$ cat config.mk
export PLATFORM = sky130hd
export DESIGN_NAME = idm_unit
export DESIGN_NICKNAME = d
export VERILOG_FILES = /design/src/rtl/idm_pkg.sv /design/src/rtl/idm_route.sv /design/src/rtl/idm_ram.sv /design/src/rtl/idm_sp.sv /design/src/rtl/idm_unit.sv
export SDC_FILE = /design/constraint.sdc
export NUM_CORES = 2
export LEC_CHECK = 0
export CAP_MARGIN = 20
export CORE_ASPECT_RATIO = 0.5
export CORE_MARGIN = 2
export CORE_UTILIZATION = 45
export CTS_CLUSTER_DIAMETER = 80
export DETAILED_ROUTE_END_ITERATION = 7
export GPL_TIMING_DRIVEN = 1
export PLACE_DENSITY = 0.64
export SETUP_SLACK_MARGIN = 0.5
export SYNTH_ARGS = -nofsm -noshare
export SYNTH_HDL_FRONTEND = slang
export SYNTH_SLANG_ARGS = --single-unit
$ cat constraint.sdc
create_clock -name clk -period 9.85 [get_ports clk]
set_input_delay 0.985 -clock clk [delete_from_list [all_inputs] [get_ports clk]]
set_output_delay 0.985 -clock clk [all_outputs]
set_load 0.01 [all_outputs]
$ cat src/rtl/idm_pkg.sv
package idm_pkg;

    typedef enum logic [3:0] {
        OP_NOP     = 4'd0,
        OP_REG_RD  = 4'd1,
        OP_REG_WR  = 4'd2,
        OP_DIR_RD  = 4'd3,
        OP_DIR_WR  = 4'd4,
        OP_IND_RD  = 4'd5,
        OP_IND_WR  = 4'd6,
        OP_BIT_SET = 4'd7,
        OP_BIT_CLR = 4'd8,
        OP_BIT_RD  = 4'd9,
        OP_PUSH    = 4'd10,
        OP_POP     = 4'd11,
        OP_SP_LD   = 4'd12
    } idm_op_e;

    typedef enum logic [1:0] {
        TGT_NONE = 2'd0,
        TGT_RAM  = 2'd1,
        TGT_SFR  = 2'd2,
        TGT_BAD  = 2'd3
    } idm_tgt_e;

    typedef struct packed {
        idm_tgt_e   tgt;
        logic       is_read;
        logic       is_write;
        logic       is_bit;
        logic       bit_val;
        logic [6:0] ram_idx;
        logic [2:0] bit_idx;
        logic [7:0] sfr_addr;
    } idm_route_t;

    function automatic logic op_reads(idm_op_e op);
        return (op == OP_REG_RD) || (op == OP_DIR_RD) || (op == OP_IND_RD) ||
               (op == OP_BIT_RD) || (op == OP_POP);
    endfunction

endpackage

$ cat src/rtl/idm_route.sv
module idm_route
    import idm_pkg::*;
#(
    parameter int REGS_PER_BANK = 8,
    parameter int BANK_W        = 2,
    parameter int BIT_BASE      = 32
) (
    input  idm_op_e     op,
    input  logic [7:0]  addr,
    input  logic [BANK_W-1:0] bank,
    input  logic [7:0]  sp,
    output idm_route_t  route
);
    localparam logic [6:0] REGS_C  = 7'(REGS_PER_BANK);
    localparam logic [6:0] BBASE_C = 7'(BIT_BASE);

    logic [7:0] push_addr;

    always_comb begin
        push_addr = sp + 8'd1;
        route = '0;
        route.tgt = TGT_NONE;
        unique case (op)
            OP_REG_RD, OP_REG_WR: begin
                route.tgt      = TGT_RAM;
                route.ram_idx  = 7'(bank) * REGS_C + 7'(addr[2:0]);
                route.is_read  = (op == OP_REG_RD);
                route.is_write = (op == OP_REG_WR);
            end
            OP_DIR_RD, OP_DIR_WR: begin
                route.tgt      = addr[7] ? TGT_SFR : TGT_RAM;
                route.ram_idx  = addr[6:0];
                route.sfr_addr = addr;
                route.is_read  = (op == OP_DIR_RD);
                route.is_write = (op == OP_DIR_WR);
            end
            OP_IND_RD, OP_IND_WR: begin
                route.tgt      = addr[7] ? TGT_BAD : TGT_RAM;
                route.ram_idx  = addr[6:0];
                route.is_read  = (op == OP_IND_RD);
                route.is_write = (op == OP_IND_WR);
            end
            OP_BIT_SET, OP_BIT_CLR, OP_BIT_RD: begin
                route.tgt      = addr[7] ? TGT_SFR : TGT_RAM;
                route.is_bit   = 1'b1;
                route.bit_val  = (op == OP_BIT_SET);
                route.ram_idx  = BBASE_C + 7'(addr[6:3]);
                route.bit_idx  = addr[2:0];
                route.sfr_addr = {addr[7:3], 3'b000};
                route.is_read  = (op == OP_BIT_RD);
                route.is_write = (op != OP_BIT_RD);
            end
            OP_PUSH: begin
                route.tgt      = push_addr[7] ? TGT_BAD : TGT_RAM;
                route.ram_idx  = push_addr[6:0];
                route.is_write = 1'b1;
            end
            OP_POP: begin
                route.tgt      = sp[7] ? TGT_BAD : TGT_RAM;
                route.ram_idx  = sp[6:0];
                route.is_read  = 1'b1;
            end
            default: route.tgt = TGT_NONE;
        endcase
    end
endmodule

$ cat src/rtl/idm_ram.sv
module idm_ram #(
    parameter int DEPTH = 128,
    parameter int W     = 8
) (
    input  logic                     clk,
    input  logic                     rst_n,
    input  logic                     we,
    input  logic [$clog2(DEPTH)-1:0] waddr,
    input  logic [W-1:0]             wdata,
    input  logic [$clog2(DEPTH)-1:0] raddr,
    output logic [W-1:0]             rdata
);
    logic [W-1:0] mem [DEPTH];

    always_ff @(posedge clk) begin
        if (!rst_n) begin
            for (int i = 0; i < DEPTH; i++) mem[i] <= '0;
        end else if (we) begin
            mem[waddr] <= wdata;
        end
    end

    assign rdata = mem[raddr];
endmodule

$ cat src/rtl/idm_sp.sv
module idm_sp #(
    parameter int         W        = 8,
    parameter logic [7:0] RESET_SP = 8'h07
) (
    input  logic         clk,
    input  logic         rst_n,
    input  logic         inc,
    input  logic         dec,
    input  logic         load,
    input  logic [W-1:0] load_val,
    output logic [W-1:0] sp
);
    always_ff @(posedge clk) begin
        if (!rst_n)    sp <= W'(RESET_SP);
        else if (load) sp <= load_val;
        else if (inc)  sp <= sp + W'(1);
        else if (dec)  sp <= sp - W'(1);
    end
endmodule

$ cat src/rtl/idm_unit.sv
module idm_unit
    import idm_pkg::*;
#(
    parameter int         RAM_BYTES     = 128,
    parameter int         REGS_PER_BANK = 8,
    parameter int         BANK_W        = 2,
    parameter int         BIT_BASE      = 32,
    parameter logic [7:0] RESET_SP      = 8'h07
) (
    input  logic        clk,
    input  logic        rst_n,
    input  logic        req_valid,
    input  logic [3:0]  req_op,
    input  logic [7:0]  req_addr,
    input  logic [7:0]  req_wdata,
    input  logic [1:0]  bank_sel,
    output logic        rsp_valid,
    output logic [7:0]  rsp_data,
    output logic        bad_access,
    output logic [7:0]  sp_out,
    output logic        sfr_re,
    output logic        sfr_we,
    output logic        sfr_bit,
    output logic [7:0]  sfr_addr,
    output logic [2:0]  sfr_bit_idx,
    output logic [7:0]  sfr_wdata,
    input  logic [7:0]  sfr_rdata
);
    localparam int RAM_AW = $clog2(RAM_BYTES);

    typedef enum logic [0:0] {ST_IDLE = 1'b0, ST_RESP = 1'b1} rsp_state_e;

    idm_op_e    op;
    idm_route_t route;
    logic [7:0] sp;
    logic [7:0] ram_rdata, ram_wdata, mod_byte, read_next, rsp_data_q;
    logic       ram_we, take_read, bad_q;
    logic       on_ram, on_sfr, on_bad;
    rsp_state_e state_q, state_d;

    assign op = idm_op_e'(req_op);

    idm_route #(
        .REGS_PER_BANK(REGS_PER_BANK), .BANK_W(BANK_W), .BIT_BASE(BIT_BASE)
    ) u_route (
        .op(op), .addr(req_addr), .bank(bank_sel[BANK_W-1:0]), .sp(sp), .route(route)
    );

    assign on_ram = req_valid && (route.tgt == TGT_RAM);
    assign on_sfr = req_valid && (route.tgt == TGT_SFR);
    assign on_bad = req_valid && (route.tgt == TGT_BAD);

    // one-cycle read-modify-write for bit operations
    always_comb begin
        mod_byte = ram_rdata;
        mod_byte[route.bit_idx] = route.bit_val;
    end

    assign ram_we    = on_ram && route.is_write;
    assign ram_wdata = route.is_bit ? mod_byte : req_wdata;

    idm_ram #(.DEPTH(RAM_BYTES), .W(8)) u_ram (
        .clk(clk), .rst_n(rst_n), .we(ram_we),
        .waddr(route.ram_idx[RAM_AW-1:0]), .wdata(ram_wdata),
        .raddr(route.ram_idx[RAM_AW-1:0]), .rdata(ram_rdata)
    );

    idm_sp #(.W(8), .RESET_SP(RESET_SP)) u_sp (
        .clk(clk), .rst_n(rst_n),
        .inc(req_valid && op == OP_PUSH),
        .dec(req_valid && op == OP_POP),
        .load(req_valid && op == OP_SP_LD),
        .load_val(req_wdata), .sp(sp)
    );
    assign sp_out = sp;

    // special-register bus, combinational in the request cycle
    always_comb begin
        sfr_re      = on_sfr && route.is_read;
        sfr_we      = on_sfr && route.is_write;
        sfr_bit     = on_sfr && route.is_bit;
        sfr_addr    = on_sfr ? route.sfr_addr : 8'h00;
        sfr_bit_idx = on_sfr ? route.bit_idx : 3'd0;
        sfr_wdata   = 8'h00;
        if (on_sfr && route.is_write)
            sfr_wdata = route.is_bit ? {7'b0, route.bit_val} : req_wdata;
    end

    always_comb begin
        read_next = 8'h00;
        unique case (route.tgt)
            TGT_RAM: read_next = route.is_bit ? {7'b0, ram_rdata[route.bit_idx]} : ram_rdata;
            TGT_SFR: read_next = route.is_bit ? {7'b0, sfr_rdata[route.bit_idx]} : sfr_rdata;
            default: read_next = 8'h00;
        endcase
    end

    assign take_read = req_valid && op_reads(op);

    // response state machine: next-state logic
    always_comb begin
        state_d = state_q;
        unique case (state_q)
            ST_IDLE: if (take_read) state_d = ST_RESP;   // T_READ_ISSUE
            ST_RESP: state_d = take_read ? ST_RESP        // T_READ_AGAIN
                                         : ST_IDLE;       // T_READ_DONE
            default: state_d = ST_IDLE;
        endcase
    end

    // state register
    always_ff @(posedge clk) begin
        if (!rst_n) state_q <= ST_IDLE;
        else        state_q <= state_d;
    end

    always_ff @(posedge clk) begin
        if (!rst_n) begin
            rsp_data_q <= 8'h00;
            bad_q      <= 1'b0;
        end else begin
            rsp_data_q <= take_read ? read_next : 8'h00;
            bad_q      <= on_bad;
        end
    end

    // outputs
    always_comb begin
        rsp_valid  = (state_q == ST_RESP);
        rsp_data   = (state_q == ST_RESP) ? rsp_data_q : 8'h00;
        bad_access = bad_q;
    end

    // indirect access never strobes the special-register bus
    a_r4_ind_no_sfr: assert property (@(posedge clk) disable iff (!rst_n)
        (req_valid && (op == OP_IND_RD || op == OP_IND_WR)) |-> (!sfr_re && !sfr_we));

    // direct upper-half read goes out as a read strobe only
    a_r3_dir_upper_sfr: assert property (@(posedge clk) disable iff (!rst_n)
        (req_valid && op == OP_DIR_RD && req_addr[7]) |-> (sfr_re && !sfr_we && sfr_addr == req_addr));

    // push advances SP by one
    a_r7_push_inc: assert property (@(posedge clk) disable iff (!rst_n)
        (req_valid && op == OP_PUSH) |=> (sp_out == $past(sp_out) + 8'd1));

    // pop retreats SP by one
    a_r8_pop_dec: assert property (@(posedge clk) disable iff (!rst_n)
        (req_valid && op == OP_POP) |=> (sp_out == $past(sp_out) - 8'd1));

    // a read gets its response slot in the next cycle
    a_r10_read_rsp: assert property (@(posedge clk) disable iff (!rst_n)
        (req_valid && op_reads(op)) |=> rsp_valid);

    // an invalid read returns zero
    a_r4_bad_zero: assert property (@(posedge clk) disable iff (!rst_n)
        (bad_access && rsp_valid) |-> (rsp_data == 8'h00));

    // special-register strobes are never both high
    a_r6_sfr_strobe: assert property (@(posedge clk) disable iff (!rst_n)
        $onehot0({sfr_re, sfr_we}));
endmodule

==> results.toml <==
[worst_setup_path]
cp.required_ps = 10280
cp_max_fo = 34
worst_setup_path_end_kind = "flop"
worst_ep_arrival_time_ps = 8020
crit_type = "in2reg"
startpoint_type = "input pin"

[layout]
area_delta_synth_final_pct = 10.97
layout-drive-gt1-share_pct = 8.046
fin_area_um2 = 53450
fin_nets = 4246

[sta]
slew_headroom_pct = 12.57
tns_ps = 0
finalSetupViolCount = 0
finalCritPeriodShare_pct = 77.10
drv_slew = 0
hold_slack_ps = 595.9
fmax_ghz = 0.1317
worst_pin_slew_ps = 1308
rsz0062_at_grt = "no"
period_needed_ps = 7594
finalClockSkew_ps = 24.08
final_hold_viol_count = 0

[global_routing]
grt_max_degree = 129
track_usage_pct = 28.97
grt_pass1_vias = 33820
overflow = 0
grt_pass1_wl_um = 233500
antenna_found_initial = 3

[clock_network]
cts-htree-levels = 3
cts_tree = "built"
clockRootBuffer = "clkbuf_16"
cts_setup_buffers = 0
clkTransAtPathRegs_ps = 60
clock_sinks = 1042
ctsLongestPathBuffers = 3
cts_hold_buf = 0
cts_made_buffers = 99
clock_latency_ps = 710
ctsResizeCount = 0

[placement]
place.gp.congestion = 0.9605
dp_hpwl_um = 100200
place_area_um2 = 50190
portBuffers = 72

[pwr]
p_per_area_nw_per_um2 = 193.2
p_leak_nw = 18.99
ir_drop_v = 0.0001453

[synth]
synth_ff_type = "edfxtp_1"
netlist_area_um2 = 48160
yosysSeqAreaShare_pct = 64.60
syn-num-nets = 4289
ys_async_sr_fraction_pct = 0
yosysWarnings = 0
synth.distinct_cells = 92
post_synth.cell_area_avg_um2 = 11.33
ys_seq_elements = 1042
synthCells = 4251
synth_edf_count = 1024

[routing]
vias = 36260
drt-wirelength-per-cell_um = 28.45
drtPass1Iterations = 8
viasPerCell = 6.351
drt-total-wl_um = 162400
ant_nets = 0
drc = 15
drtIter0Drc = 6423

[run_status]
run_status = "complete, but fails checks"
violations = "DRC"

[die]
die_width_um = 466.7
fp-row-count = 84
num_io_pins = 73
coreArea_um2 = 105600
die_h_um = 235.3
die-area_um2 = 109800
start_util_pct = 45.60

[flow_run]
drv_cap = 0

[hold_path]
hp-class = "in2reg"
-- state kept, by name, summed over array words and instances (netlist names) --
register    flops
bad_access      1
rsp_data_q      8
rsp_valid       1
u_ram.mem    1024
u_sp.sp         8
-- power breakdown --
part	leakage, nW	internal, mW	switching (mW)	total [mW]
clock	1.58	2.19	1.71	3.90
combinational	6.66	0.338	1.04	1.38
sequential	10.8	5.00	0.0451	5.04
-- synth_stat cells (18+ instances only) --
master | instances | area (um^2)
nor2_1 | 1034 | 3881
edfxtp_1 | 1024 | 30750
nand2_1 | 762 | 2860
mux2i_1 | 175 | 1752
nand3_1 | 151 | 755.7
clkbuf_1 | 120 | 450.4
buf_2 | 108 | 540.5
buf_4 | 63 | 473.0
a32oi_1 | 60 | 525.5
a21oi_1 | 58 | 290.3
nor2b_1 | 58 | 362.9
a31oi_1 | 35 | 219.0
mux4_2 | 35 | 788.3
nor3_1 | 34 | 170.2
o21ai_0 | 33 | 165.2
o22ai_1 | 30 | 187.7
and3_1 | 27 | 168.9
and2_1 | 24 | 150.1
nand4_1 | 24 | 150.1
a211oi_1 | 22 | 165.2
a311oi_1 | 22 | 192.7
buf_1 | 20 | 75.07
a2111oi_0 | 18 | 157.7
and4_1 | 18 | 157.7
dfxtp_1 | 18 | 360.4
-- critical path: stages --
cell and delay (ps):
clkdlybuf4s50_1 1010, inv_1 340, a32o_1 330, a221oi_1 510, nand3_1 900, nor2_1 890, o221ai_1 720, o2bb2ai_1 590
and4b_1 360, o211ai_1 170, a31o_4 510, buf_4 510, nor2_1 90
-- metrics by stage --
stage,power [mW],setup WS [ps],cells,util [%]
2_1_floorplan,5.878,5514,4251,-
5_1_grt,10.53,2073,5707,50.59
6_report,10.32,2256,5709,50.60
4_1_cts,10.27,2753,5705,50.56
3_5_place_dp,6.446,2038,5524,47.51
3_3_place_gp,6.431,2114,5523,47.51
-- per-layer routing --
layer | track usage (%) | vias to the layer above | wire length [um]
met5 | 1.255 | - | 244
met4 | 8.640 | 8 | 5644
met3 | 10.12 | 390 | 24870
met2 | 41.96 | 2685 | 69560
met1 | 40.85 | 17940 | 62100
li1 | - | 15240 | -
-- area by class of cell --
class | count | area, um^2
inverters | 11 | 41.29
fillers | 9174 | 52180
diodes | 2 | 5.005
repair buffers | 177 | 1687
clock inverters | 63 | 626.9
multi-input cells | 2877 | 15610
flip-flops and latches | 1042 | 31110
clock buffers | 118 | 2591
well taps | 1419 | 1775
-- cells in the final DEF (no fill, tap or decap), types with 17 or more instances in the layout --
cell,n
o22ai_1,30
and4_1,18
nand3_1,151
a221oi_1,17
buf_4,91
nor3_1,33
clkinv_2,18
clkdlybuf4s50_1,71
and3_1,27
clkinv_1,25
o21ai_0,30
nor2_1,1017
a21oi_1,58
edfxtp_1,1024
a311oi_1,22
clkbuf_1,17
nand2_1,762
mux2i_1,175
a211oi_1,22
dfxtp_1,18
nand4_1,24
clkbuf_16,101
and2_1,24
nor2b_1,58
a31oi_1,34
a32oi_1,60
a2111oi_0,18
mux4_2,35
-- logic make-up (layout without fill, tap and decap cells) --
family | after synthesis | in the layout | synth area share [%]
simple gates | 2194 | 2194 | 18.99
compound gates | 450 | 450 | 7.124
buf+inv | 332 | 369 | 3.502
xor+xnor | 6 | 6 | 0.1091
mux | 222 | 222 | 5.554
fa+ha+maj | 5 | 5 | 0.1299
flops | 1042 | 1042 | 64.60
other cells | 0 | 2 | 0
-- final timing paths --
path	start	to	slack (ps)	cells after the start
worst max-delay path	req_op[3]	u_ram.mem[28][6]	2260	13
worst min-delay path	rst_n	u_sp.sp[1]	600	2
worst max register to register	u_sp.sp[0]	u_ram.mem[28][6]	3260	13
worst min register to register	u_sp.sp[7]	u_sp.sp[7]	600	2
No activity file was read; power rests on OpenSTA's default activity.
